==> src/rtl/gpio_bank_pkg.sv <==
package gpio_bank_pkg;

    typedef enum logic [2:0] {
        M_IN_Z    = 3'b000,
        M_IN_PU   = 3'b001,
        M_IRQ_PU  = 3'b010,
        M_IRQ_NP  = 3'b011,
        M_OUT_PP  = 3'b100,
        M_OUT_PU  = 3'b101,
        M_OUT_WPU = 3'b110,
        M_OUT_OD  = 3'b111
    } pin_mode_e;

    typedef struct packed {
        logic is_out;   // read returns buffer
        logic drv;      // always drives when output
        logic od;       // open drain
        logic pu;
        logic wpu;
        logic irq;
    } pin_ctl_t;

    function automatic pin_ctl_t mode_ctl(input pin_mode_e m);
        pin_ctl_t c;
        c = '0;
        unique case (m)
            M_IN_Z:    c = '0;
            M_IN_PU:   c.pu = 1'b1;
            M_IRQ_PU:  begin c.pu = 1'b1; c.irq = 1'b1; end
            M_IRQ_NP:  c.irq = 1'b1;
            M_OUT_PP:  begin c.is_out = 1'b1; c.drv = 1'b1; end
            M_OUT_PU:  begin c.is_out = 1'b1; c.drv = 1'b1; c.pu = 1'b1; end
            M_OUT_WPU: begin c.is_out = 1'b1; c.drv = 1'b1; c.wpu = 1'b1; end
            M_OUT_OD:  begin c.is_out = 1'b1; c.od = 1'b1; end
            default:   c = '0;
        endcase
        return c;
    endfunction

endpackage

==> src/rtl/gpio_sync.sv <==
module gpio_sync #(
    parameter int unsigned N = 8
) (
    input  logic         clk,
    input  logic         rst_n,
    input  logic [N-1:0] raw,
    output logic [N-1:0] synced
);
    typedef struct packed {
        logic [N-1:0] s1;
        logic [N-1:0] s2;
    } sync_t;

    sync_t st_d, st_q;

    always_comb begin
        st_d.s1 = raw;
        st_d.s2 = st_q.s1;
    end

    always_ff @(posedge clk) begin
        if (!rst_n) st_q <= '0;
        else        st_q <= st_d;
    end

    assign synced = st_q.s2;
endmodule

==> src/rtl/gpio_port_cfg.sv <==
module gpio_port_cfg
    import gpio_bank_pkg::*;
#(
    parameter int unsigned PW     = 8,
    parameter bit          IRQ_OK = 1'b1
) (
    input  logic          clk,
    input  logic          rst_n,
    input  logic          wr_sh0,
    input  logic          wr_sh1,
    input  logic          wr_dir,
    input  logic          wr_buf,
    input  logic [PW-1:0] wdata,
    input  logic [PW-1:0] pin_lvl,
    output logic [PW-1:0] pin_drv,
    output logic [PW-1:0] pin_oe,
    output logic [PW-1:0] pin_od,
    output logic [PW-1:0] pin_pu,
    output logic [PW-1:0] pin_wpu,
    output logic [PW-1:0] rd_val,
    output logic          irq_lvl
);
    typedef struct packed {
        logic [PW-1:0] sh0;
        logic [PW-1:0] sh1;
        logic [PW-1:0] dir;
        logic [PW-1:0] act1;
        logic [PW-1:0] act0;
        logic [PW-1:0] obuf;
    } cfg_t;

    cfg_t st_d, st_q;
    logic [PW-1:0] irq_mask;

    always_comb begin
        st_d = st_q;
        if (wr_sh0) st_d.sh0 = wdata;
        if (wr_sh1) st_d.sh1 = wdata;
        if (wr_dir) begin
            st_d.dir  = wdata;
            st_d.act1 = st_q.sh1;
            st_d.act0 = st_q.sh0;
        end
        if (wr_buf) st_d.obuf = wdata;
    end

    always_ff @(posedge clk) begin
        if (!rst_n) st_q <= '0;
        else        st_q <= st_d;
    end

    always_comb begin
        for (int i = 0; i < PW; i++) begin
            pin_ctl_t c;
            c = mode_ctl(pin_mode_e'({st_q.dir[i], st_q.act1[i], st_q.act0[i]}));
            pin_drv[i]  = st_q.obuf[i] & ~c.od;
            pin_oe[i]   = c.drv | (c.od & ~st_q.obuf[i]);
            pin_od[i]   = c.od;
            pin_pu[i]   = c.pu;
            pin_wpu[i]  = c.wpu;
            rd_val[i]   = c.is_out ? st_q.obuf[i] : pin_lvl[i];
            irq_mask[i] = c.irq & IRQ_OK;
        end
    end

    assign irq_lvl = |(pin_lvl & irq_mask);

    // Active configuration moves only on a direction write
    p_stage_hold_r2: assert property (@(posedge clk) disable iff (!rst_n)
        !wr_dir |=> $stable({st_q.dir, st_q.act1, st_q.act0}));

    // Open-drain pins never drive a high level
    p_od_never_high_r4: assert property (@(posedge clk) disable iff (!rst_n)
        (pin_od & pin_oe & pin_drv) == '0);
endmodule

==> src/rtl/gpio_irq_edge.sv <==
module gpio_irq_edge (
    input  logic clk,
    input  logic rst_n,
    input  logic lvl,
    input  logic rise_sel,
    input  logic clr,
    output logic pending
);
    typedef struct packed {
        logic prev;
        logic pend;
    } irq_t;

    irq_t st_d, st_q;
    logic hit;

    always_comb begin
        hit       = rise_sel ? (lvl & ~st_q.prev) : (~lvl & st_q.prev);
        st_d.prev = lvl;
        st_d.pend = hit | (st_q.pend & ~clr);
    end

    always_ff @(posedge clk) begin
        if (!rst_n) st_q <= '0;
        else        st_q <= st_d;
    end

    assign pending = st_q.pend;

    p_edge_sets_r8: assert property (@(posedge clk) disable iff (!rst_n)
        hit |=> pending);

    p_clear_r9: assert property (@(posedge clk) disable iff (!rst_n)
        (clr && !hit) |=> !pending);

    p_sticky_r9: assert property (@(posedge clk) disable iff (!rst_n)
        (pending && !clr) |=> pending);
endmodule

==> src/rtl/gpio_bank.sv <==
module gpio_bank #(
    parameter int unsigned NPORTS = 3,
    parameter int unsigned PW     = 8,
    parameter int unsigned NIRQ   = 2,
    parameter int unsigned AW     = 4
) (
    input  logic                 clk,
    input  logic                 rst_n,
    input  logic                 bus_we,
    input  logic [AW-1:0]        bus_addr,
    input  logic [PW-1:0]        bus_wdata,
    output logic [PW-1:0]        bus_rdata,
    input  logic [NPORTS*PW-1:0] pad_in,
    output logic [NPORTS*PW-1:0] pad_out,
    output logic [NPORTS*PW-1:0] pad_oe,
    output logic [NPORTS*PW-1:0] pad_od,
    output logic [NPORTS*PW-1:0] pad_pu,
    output logic [NPORTS*PW-1:0] pad_wpu,
    output logic [NIRQ-1:0]      irq_req
);
    localparam int unsigned CFG0_BASE = NPORTS;
    localparam int unsigned CFG1_BASE = 2 * NPORTS;
    localparam int unsigned DIR_BASE  = 3 * NPORTS;
    localparam int unsigned POL_ADDR  = 4 * NPORTS;
    localparam int unsigned STAT_ADDR = 4 * NPORTS + 1;

    typedef struct packed {
        logic [NPORTS-1:0] pol;
    } top_t;

    top_t st_d, st_q;
    logic [NPORTS*PW-1:0] lvl;
    logic [PW-1:0]        rd_val [NPORTS];
    logic [NPORTS-1:0]    irq_lvl;
    logic [NPORTS-1:0]    pend;

    gpio_sync #(.N(NPORTS*PW)) u_sync (
        .clk(clk), .rst_n(rst_n), .raw(pad_in), .synced(lvl)
    );

    for (genvar p = 0; p < NPORTS; p++) begin : g_port
        gpio_port_cfg #(.PW(PW), .IRQ_OK(p < NIRQ)) u_cfg (
            .clk(clk), .rst_n(rst_n),
            .wr_sh0(bus_we && bus_addr == AW'(CFG0_BASE + p)),
            .wr_sh1(bus_we && bus_addr == AW'(CFG1_BASE + p)),
            .wr_dir(bus_we && bus_addr == AW'(DIR_BASE + p)),
            .wr_buf(bus_we && bus_addr == AW'(p)),
            .wdata(bus_wdata),
            .pin_lvl(lvl[p*PW +: PW]),
            .pin_drv(pad_out[p*PW +: PW]),
            .pin_oe(pad_oe[p*PW +: PW]),
            .pin_od(pad_od[p*PW +: PW]),
            .pin_pu(pad_pu[p*PW +: PW]),
            .pin_wpu(pad_wpu[p*PW +: PW]),
            .rd_val(rd_val[p]),
            .irq_lvl(irq_lvl[p])
        );

        gpio_irq_edge u_irq (
            .clk(clk), .rst_n(rst_n),
            .lvl(irq_lvl[p]),
            .rise_sel(st_q.pol[p]),
            .clr(bus_we && bus_addr == AW'(STAT_ADDR) && bus_wdata[p]),
            .pending(pend[p])
        );
    end

    always_comb begin
        st_d = st_q;
        if (bus_we && bus_addr == AW'(POL_ADDR)) st_d.pol = bus_wdata[NPORTS-1:0];
    end

    always_ff @(posedge clk) begin
        if (!rst_n) st_q <= '0;
        else        st_q <= st_d;
    end

    always_comb begin
        bus_rdata = '0;
        for (int p = 0; p < NPORTS; p++)
            if (bus_addr == AW'(p)) bus_rdata = rd_val[p];
        if (bus_addr == AW'(POL_ADDR))  bus_rdata[NPORTS-1:0] = st_q.pol;
        if (bus_addr == AW'(STAT_ADDR)) bus_rdata[NPORTS-1:0] = pend;
    end

    assign irq_req = pend[NIRQ-1:0];

    // Unused addresses read back as zero
    p_bad_addr_zero_r10: assert property (@(posedge clk) disable iff (!rst_n)
        (bus_addr > AW'(STAT_ADDR)) |-> bus_rdata == '0);

    // Port C never raises a pending flag
    p_portc_quiet_r7: assert property (@(posedge clk) disable iff (!rst_n)
        pend[NPORTS-1] == 1'b0);
endmodule

==> config.mk <==
export PLATFORM = sky130hd
export DESIGN_NAME = gpio_bank
export DESIGN_NICKNAME = d
export VERILOG_FILES = /design/src/rtl/gpio_bank_pkg.sv /design/src/rtl/gpio_sync.sv /design/src/rtl/gpio_port_cfg.sv /design/src/rtl/gpio_irq_edge.sv /design/src/rtl/gpio_bank.sv
export SDC_FILE = /design/constraint.sdc
export NUM_CORES = 1
export LEC_CHECK = 0
export BUFFER_PORTS_ARGS = -buffer_cell sky130_fd_sc_hd__buf_2
export CAP_MARGIN = 0
export CORE_AREA = 2 2 162 164
export DETAILED_ROUTE_END_ITERATION = 7
export DIE_AREA = 0 0 164 166
export PLACE_DENSITY = 0.67
export SETUP_SLACK_MARGIN = 0.5
export SKIP_LAST_GASP = 1
export SLEW_MARGIN = 30
export SYNTH_ARGS = -nofsm -noshare
export SYNTH_HDL_FRONTEND = slang
export SYNTH_SLANG_ARGS = --single-unit
==> constraint.sdc <==
create_clock -name clk -period 1.2 [get_ports clk]
set_input_delay 0.12 -clock clk [delete_from_list [all_inputs] [get_ports clk]]
set_output_delay 0.12 -clock clk [all_outputs]
set_load 0.02 [all_outputs]
==> results of run 1 <==
[critical path, stage by stage (launching register included)]
cell and delay, ns:
sky130_fd_sc_hd__dfxtp_2 0.33, sky130_fd_sc_hd__mux2i_1 0.14, sky130_fd_sc_hd__mux2_2 0.27, sky130_fd_sc_hd__o22a_1 0.22, sky130_fd_sc_hd__o21ai_4 0.13, sky130_fd_sc_hd__buf_6 0.13
[through the flow]
step	TNS, ns	instance area [sq um]
2_1_floorplan	-0.0188	10600
3_3_place_gp	-10.23	12400
3_5_place_dp	-13.62	12400
4_1_cts	-30.33	14500
5_1_grt	-35.72	14800
6_report	-29.44	14800
[what timing repair did]
| action | CTS | global route |
|---|---|---|
| cloned | 1 | 0 |
| endpoints found under the hold margin | 24 | 0 |
| setup endpoints to repair | 278 | 281 |
| pin swaps | 24 | 19 |
| gates resized for setup | 358 | 67 |
| hold buffers | 24 | 0 |
| setup buffers | 11 | 10 |
[synth_stat cells]
library cell	n	area (sq um)
sky130_fd_sc_hd__dfxtp_1	200	4000
sky130_fd_sc_hd__nand2_1	195	732
sky130_fd_sc_hd__mux2i_1	104	1040
sky130_fd_sc_hd__nor2b_1	96	601
sky130_fd_sc_hd__a21boi_0	72	541
sky130_fd_sc_hd__and2_1	50	313
sky130_fd_sc_hd__inv_1	34	128
sky130_fd_sc_hd__clkbuf_1	33	124
sky130_fd_sc_hd__a31oi_1	27	169
sky130_fd_sc_hd__and3_1	27	169
sky130_fd_sc_hd__nor2_1	27	101
sky130_fd_sc_hd__nand3_1	20	100
sky130_fd_sc_hd__buf_2	16	80.1
sky130_fd_sc_hd__a21boi_1	11	82.6
sky130_fd_sc_hd__a211oi_1	10	75.1
sky130_fd_sc_hd__nand3b_1	10	75.1
sky130_fd_sc_hd__nand2b_1	8	50.1
sky130_fd_sc_hd__o21ai_0	6	30.0
sky130_fd_sc_hd__buf_4	5	37.5
sky130_fd_sc_hd__o21a_1	5	37.5
sky130_fd_sc_hd__nor2_2	4	25.0
sky130_fd_sc_hd__a22oi_1	3	22.5
sky130_fd_sc_hd__and3b_1	3	26.3
sky130_fd_sc_hd__mux2_2	3	33.8
sky130_fd_sc_hd__nand3_2	3	30.0
sky130_fd_sc_hd__nor2_4	3	33.8
sky130_fd_sc_hd__o22a_1	3	26.3
sky130_fd_sc_hd__nand2_2	2	12.5
sky130_fd_sc_hd__o211ai_1	2	15.0
sky130_fd_sc_hd__o22ai_1	2	12.5
sky130_fd_sc_hd__or3_1	2	12.5
sky130_fd_sc_hd__a31o_2	1	8.76
sky130_fd_sc_hd__and4b_1	1	10.0
sky130_fd_sc_hd__nand3b_4	1	20.0
sky130_fd_sc_hd__nor3_4	1	16.3
sky130_fd_sc_hd__nor4bb_1	1	10.0
sky130_fd_sc_hd__o2111a_1	1	11.3
sky130_fd_sc_hd__o2111ai_1	1	8.76
sky130_fd_sc_hd__o311ai_0	1	8.76
sky130_fd_sc_hd__or2_4	1	8.76
[power groups by stage]
stage	clock [mW]	sequential, mW	combinational [mW]
2_1_floorplan	0	6.84	0.608
3_3_place_gp	0	6.85	0.966
3_5_place_dp	0	6.85	0.973
4_1_cts	5.89	6.69	1.12
5_1_grt	6.16	6.70	1.21
6_report	5.78	6.69	1.14
[worst paths after layout]
path	startpoint	to	slack, ns	depth (start not counted)
worst max-delay path	g_port[1].u_cfg.st_q[24]	bus_rdata[0]	-0.58	5
worst min-delay path	bus_we	g_port[2].u_irq.pending	0.07	2
worst max register to register	g_port[0].u_cfg.st_q[31]	g_port[0].u_irq.pending	-0.25	6
worst min register to register	u_sync.st_d[9]	u_sync.synced[9]	0.44	1
[state kept, by name, summed over array words and instances, names as in the netlist]
signal,flops
st_q,3
g_port.u_irq.st_q,2
g_port.u_irq.pending,3
u_sync.synced,24
u_sync.st_d,24
g_port.u_cfg.st_q,144
[cell type report]
type | count | share of cell area, %
multi-input cells | 708 | 41.5
flip-flops and latches | 200 | 28.6
repair buffers | 322 | 21.6
clock buffers | 19 | 2.92
well taps | 335 | 2.82
inverters | 34 | 1.45
clock inverters | 12 | 1.02
[layer usage]
metal  global-route usage (%)  vias up  part of all wire [%]  routed length, microns
li1                         -     3929                     -                       -
met3                     3.62       29                   3.5                     966
met2                     34.3      161                    50                   13600
met4                     5.26        0                   1.6                     437
met1                     25.4     3825                    45                   12200
met5                        0        -                     0                       0
[kinds of logic (layout without fill, tap and decap cells)]
family	after synthesis	after routing	share of synthesized area, %
simple gates	455	456	26.5
mux	107	107	12.2
buf+inv	88	387	4.17
compound gates	145	145	11.9
flops	200	200	45.3
==> impl_summary.md, run 1 <==
Status
The run finished, with violations left. The final reports fail on negative setup slack.

Critical path
The startpoint-to-endpoint class of the critical path is reg -> out. The kind of start point of the critical path is a flop. For the worst setup path, the data required time is ~1.1 ns. STA classifies the critical path endpoint as a primary output.

The maximum fanout along the worst path is 2. Data on the critical path arrives at its endpoint at 1.66 ns.

GRT
In the global route stage, overall resource usage came out at approximately a fifth. The via count of the first global-routing pass was between 7,000 and 8,000. The maximum number of pins on one net before global-route repair is 70.

The initial antenna violation count is 0. The first global-routing pass estimated approximately 42 mm of wire. After global routing the overflow that remains totals 0.

Floorplanning
The area of the placeable core is approximately 26,000 sq um. 169 I/O pins were placed. The initial utilization of the core area, before any placement, comes to 34.5%. Measured along the x axis, the die boundary spans approximately 160 microns. In this run the core area contains 59 standard-cell rows. The floorplan step defined a die boundary enclosing 27,200 sq um.

Measured along the y axis, the die boundary spans about 170 microns.

Yosys
Each instance of the synthesized netlist takes up on average about 9 sq um. Synthesis produced a netlist whose cell count is around 1,000. The number of nets handed over by synthesis was 1,034.

Summing every instance area after synthesis gives 8840 sq um. The post-synthesis sequential element count is 200. The share of the Yosys chip area taken by registers is a little under half. For this run, the number of Yosys warnings is 0. Yosys mapped the design onto 40 distinct sky130hd cell types.

Placement
The congestion estimate from routability-driven global placement came to about 0.85. The post-placement worst setup slack is -0.198 ns. The count of buffers added on input and output ports is ~170. The half-perimeter wire length after detailed placement is approximately 18 mm.

The number of placed instances, taps included, is around 1,600.

Power
Of the total power, the share spent switching nets is around 23%. The internal portion of the total power is 10.5 mW. Sequential cells account for about half of the total power.

The static leakage is between 5 and 6 nW. Combinational cells account for under 10% of the total power. The design draws about 14 mW. The relative contribution of the clock network to total power is around 43%. IR analysis of the VDD net gives a maximum drop of about 0.85 mV.

In this run the power spent charging and discharging nets is roughly 3.2 mW. In this run the power density over the cells is approximately 920 nW/um^2.

Cells and area
The number of antenna cells inserted is 0. The number of nets in the finished design is around 1,300. The finished layout holds ~1,600 standard cells, fillers aside. The combined area of the multi-input logic cells is between 6000 and 7000 sq um. The number of fill cells is 2,141. In the layout the commonest cells are sky130_fd_sc_hd__buf_6 (162), sky130_fd_sc_hd__nand2_1 (158), sky130_fd_sc_hd__dfxtp_1 (118), sky130_fd_sc_hd__a21boi_1 (81), sky130_fd_sc_hd__buf_4 (80). The share of final-layout standard cells stronger than drive strength 1 is a little over 50%. The area added between synthesis and finish is 67.9%.

Cells fill 57.9% of the core in the end. The sequential cells in the finished layout cover a total of approximately 4300 sq um. Leaving out fill and tap cells, the most frequent cell in the layout is sky130_fd_sc_hd__buf_6.

Route
Dividing the detail-routed wire length by the instance count gives 16.7 microns. After detailed routing, the number of remaining DRC violations is 0. The length of the first detailed-routing pass in iterations is 4. Dividing the detail-routed via count by the number of cells gives slightly below 5. Summed over all layers, the routed wires come to approximately 27 mm.

The number of antenna-violating nets in the routed design is 0. The first routing iteration left between 300 and 400 violations. For this block, the via count after detailed routing is just under 8,000.

CTS
Clock latency on the worst-skew pair, taken at its later pin, is between 0.4 and 0.5 ns. The tree is rooted in a sky130_fd_sc_hd__clkbuf_16. The clock sink count is 200. Counting along the longest clock path gives a buffer depth of 2.

The post-CTS clock slew at the launch and capture registers of the worst setup and hold paths is approximately 0.07 ns. In this run the number of H-tree levels came out at 4. The number of CTS-inserted buffers is 17. The TritonCTS clock tree is built.

Timing
For the pin with the worst max-slew slack, the measured transition is between 0.4 and 0.5 ns. On the final layout, the worst clock skew is ~0.0064 ns. Hold timing on the final database bottoms out at a slack of about 0.067 ns. The clock period minus final worst setup slack is about 1.8 ns. The hold violation total from the final report is 0. The worst pin sits at a relative slew slack of around 73%.

Setup repair after global routing could not meet its margin everywhere. Derived from the worst setup path, the maximum achievable clock frequency is 0.563 GHz. The final cycle utilization of the critical path is 148%.

The final count of pins violating max slew was 0. Setup violations remaining at the end of the flow were counted as 132. Setup slack on the critical path of the routed design comes to -0.577 ns.

Hold path
The tightest min-delay check is of the in -> reg type.

Job
The max-cap check violation count is 0.
Note: power is estimated with default switching activity, not from simulation.
==> run 2, diff against run 1 <==
--- a/config.mk
+++ b/config.mk
@@ -10,6 +10,7 @@
 export CORE_AREA = 2 2 162 164
 export DETAILED_ROUTE_END_ITERATION = 7
 export DIE_AREA = 0 0 164 166
+export MAX_ROUTING_LAYER = met4
 export PLACE_DENSITY = 0.67
 export SETUP_SLACK_MARGIN = 0.5
 export SKIP_LAST_GASP = 1
==> run 2 against run 1 <==
Effect of this change: the flow still finishes with violations (negative setup slack); sequential cell count did not move; register-to-register slack barely moved; final cell count did not move; cell area did not move; critical path depth did not move; total power fell by 0.11%; clock skew rose by 0.00086 ns; global-route usage rose by 0.59 points; setup slack got worse by 0.0070 ns; combinational power barely moved; maximum frequency fell by 0.39%.
==> impl_summary.md, run 2 (same netlist as run 1, synthesis figures left out) <==
Status
The flow ran to the end, but the final reports show violations. The checks that failed: negative setup slack.

Timing
The normalized max-slew margin is 73.3%. The clock period minus final worst setup slack is 1.78 ns. The slew at the pin closest to its max-slew limit is between 0.4 and 0.5 ns.

The final cycle utilization of the critical path is 149%. The final count of pins violating max slew is 0. The total setup violations reported at the end of the flow is between 100 and 150. Across all hold checks on the routed design, the worst slack comes to 0.0668 ns. The worst path setup slack after routing is -0.584 ns.

For the final database, setup skew stands at between 0.007 and 0.008 ns. Setup repair after global routing could not meet its margin everywhere. The hold violation total from the final report is 0.

For this run, the top clock speed supported by timing is around 0.56 GHz.

Cells and area
Counting flops per register, the top entry is g_port.u_cfg.st_q. The number of nets in the finished design is 1,322. The number of antenna cells inserted is 0. The register with the most flip-flops in the layout has between 100 and 150 of them.

The final cell utilization of the core is between 50% and 60%. In the layout the commonest cells are sky130_fd_sc_hd__buf_6 (162), sky130_fd_sc_hd__nand2_1 (158), sky130_fd_sc_hd__dfxtp_1 (118), sky130_fd_sc_hd__a21boi_1 (81), sky130_fd_sc_hd__buf_4 (80). Compared with the post-synthesis result, the final layout area differs by 67.9%. The post-route cell area is approximately 15,000 sq um. The share of final-layout standard cells stronger than drive strength 1 is 51.0%. The commonest non-fill, non-tap cell in the layout is sky130_fd_sc_hd__buf_6.

Critical path
The critical path data arrival time is ~1.7 ns. Walking the worst path, the cells encountered are mux2i_1, mux2_2, o22a_1, o21ai_4, buf_6. The master of the slowest instance on the critical path is sky130_fd_sc_hd__dfxtp_2. The worst register-to-register path ends at g_port[0].u_irq.pending. For flop-to-flop paths, the worst setup slack is -0.25 ns. The launch instance of the worst register-to-register path is g_port[0].u_cfg.st_q[31].

For this run, the slowest stage of the critical path takes between 0.3 and 0.4 ns. The critical path in this run is classified as reg -> out. The worst setup path is captured at a primary output.

The kind of start point of the critical path is a flop. The worst endpoint required time is approximately 1.1 ns. The number of cells traversed by the worst register-to-register path is 6. The maximum fanout along the worst path is 2.

CTS
The clock network latency to the later pin of the worst-skew pair is between 0.4 and 0.5 ns. In this run the deepest clock path goes through 2 buffers. The clock sink count is 200. TritonCTS built the clock tree. The clock root buffer master is sky130_fd_sc_hd__clkbuf_16. TritonCTS created 17 clock buffers. The clock tree synthesis step divided the H-tree into 4 levels.

Clock-pin slew was measured on the worst setup and hold paths at approximately 0.07 ns.

Power
For this design the static power due to leakage is 5.75 nW. The areal power density over the cells is 916 nW/um^2. Summing internal, switching and leakage power gives approximately 14 mW. The peak supply drop is 0.844 mV.

Floorplanning
The cell row count is around 60. The vertical die dimension is around 170 microns. The boundary pin count is 169. The chip width is about 160 microns. The area enclosed by the die boundary is 27,200 sq um. The starting utilization of the core area is about 35%.

The core region is 25,600 sq um.

Route
The mean routed wirelength per cell is between 15 and 20 microns. The number of antenna-violating nets in the routed design is 0. The number of violations reported at the end of detailed-routing iteration 0 is roughly 340. The wire length after detailed routing is ~27 mm. The average via count per standard cell is ~4.9. The residual DRC count is 0. The length of the first detailed-routing pass in iterations is 5. The via count is approximately 8,000.

Hold path
The sink of the worst hold path is g_port[2].u_irq.pending. The count of cells along the worst hold path is 2. The worst min-delay path startpoint is bus_we. The path class of the tightest hold or removal check is in -> reg.

GRT
Entering global routing, the biggest net connects 70 pins. The first global-routing pass estimated between 40 and 50 mm of wire. The all-layer global routing usage is around 20%.

Global routing finished with a remaining overflow of 0. The via count of the first global-routing pass was just under 8,000. The initial antenna violation count is 0.

Placement
The instance area after placement is approximately 12,000 sq um. Once detailed placement completed, the half-perimeter wirelength came to ~18 mm. At the end of routability-driven placement, the weighted congestion stood at 0.859. In this run the tool buffered the top-level ports with approximately 170 buffer cells.

Job
The max-cap check violation count is 0.
==> run 2: stage by stage <==
stage | cells | worst slack (ns) | TNS, ns
global route | 1630 | -0.654 | -35.17
CTS | 1620 | -0.612 | -30.33
global placement | 1553 | -0.154 | -10.23
detailed placement | 1553 | -0.198 | -13.62
floorplan | 995 | -0.00635 | -0.0188
finish | 1630 | -0.584 | -29.19
==> run 2: repair_timing <==
action | CTS | global route
endpoints found under the hold margin | 24 | 0
gates cloned | 1 | 0
pin swaps | 24 | 19
setup buffers | 11 | 10
gates resized for setup | 358 | 67
endpoints found under the setup margin | 278 | 281
hold buffers | 24 | 0
==> run 2: how the worst max path moves through the flow <==
stage | startpoint | to | slack (ns) | depth (start not counted)
after floorplan | g_port[1].u_cfg.st_q[26] | bus_rdata[2] | -0.006 | 4
after detailed placement | bus_addr[1] | g_port[0].u_cfg.st_q[45] | -0.20 | 7
after global routing | g_port[1].u_cfg.st_q[24] | bus_rdata[0] | -0.65 | 5
final | g_port[0].u_cfg.st_q[26] | bus_rdata[2] | -0.58 | 5
after global placement | g_port[1].u_cfg.st_q[24] | bus_rdata[0] | -0.15 | 5
after CTS | g_port[0].u_cfg.st_q[26] | bus_rdata[2] | -0.61 | 5
==> run 2: cell type report <==
| class | instances | area [sq um] |
|---|---|---|
| clock inverter | 12 | 151 |
| clock buffer | 19 | 433 |
| fill | 2141 | 10800 |
| inverter | 34 | 215 |
| sequential | 200 | 4250 |
| tap | 335 | 419 |
| multi-input combinational | 708 | 6160 |
| timing repair buffer | 322 | 3210 |
==> run 2: worst max-delay path, delay by kind of cell, from the launching register on <==
kind,cells,cell delay (ns)
AO/OA/AOI/OAI,2,0.35
buffers and inverters,1,0.13
flip-flops,1,0.33
multiplexers,2,0.43
==> run 2: layer usage <==
metal / share of wire (%) / vias up / global-route usage, %
li1: - / 3930 / -
met1: 44 / 3800 / 25.4
met2: 50 / 157 / 34.3
met3: 3.8 / 24 / 3.05
met4: 1.4 / 0 / 5.95
met5: 0 / - / -
==> run 2: power by group <==
part           internal [mW]  switching (mW)  total (mW)
sequential              6.63          0.0637        6.69
combinational          0.562           0.573        1.14
clock                   3.27            2.50        5.77
total                   10.5            3.14        13.6
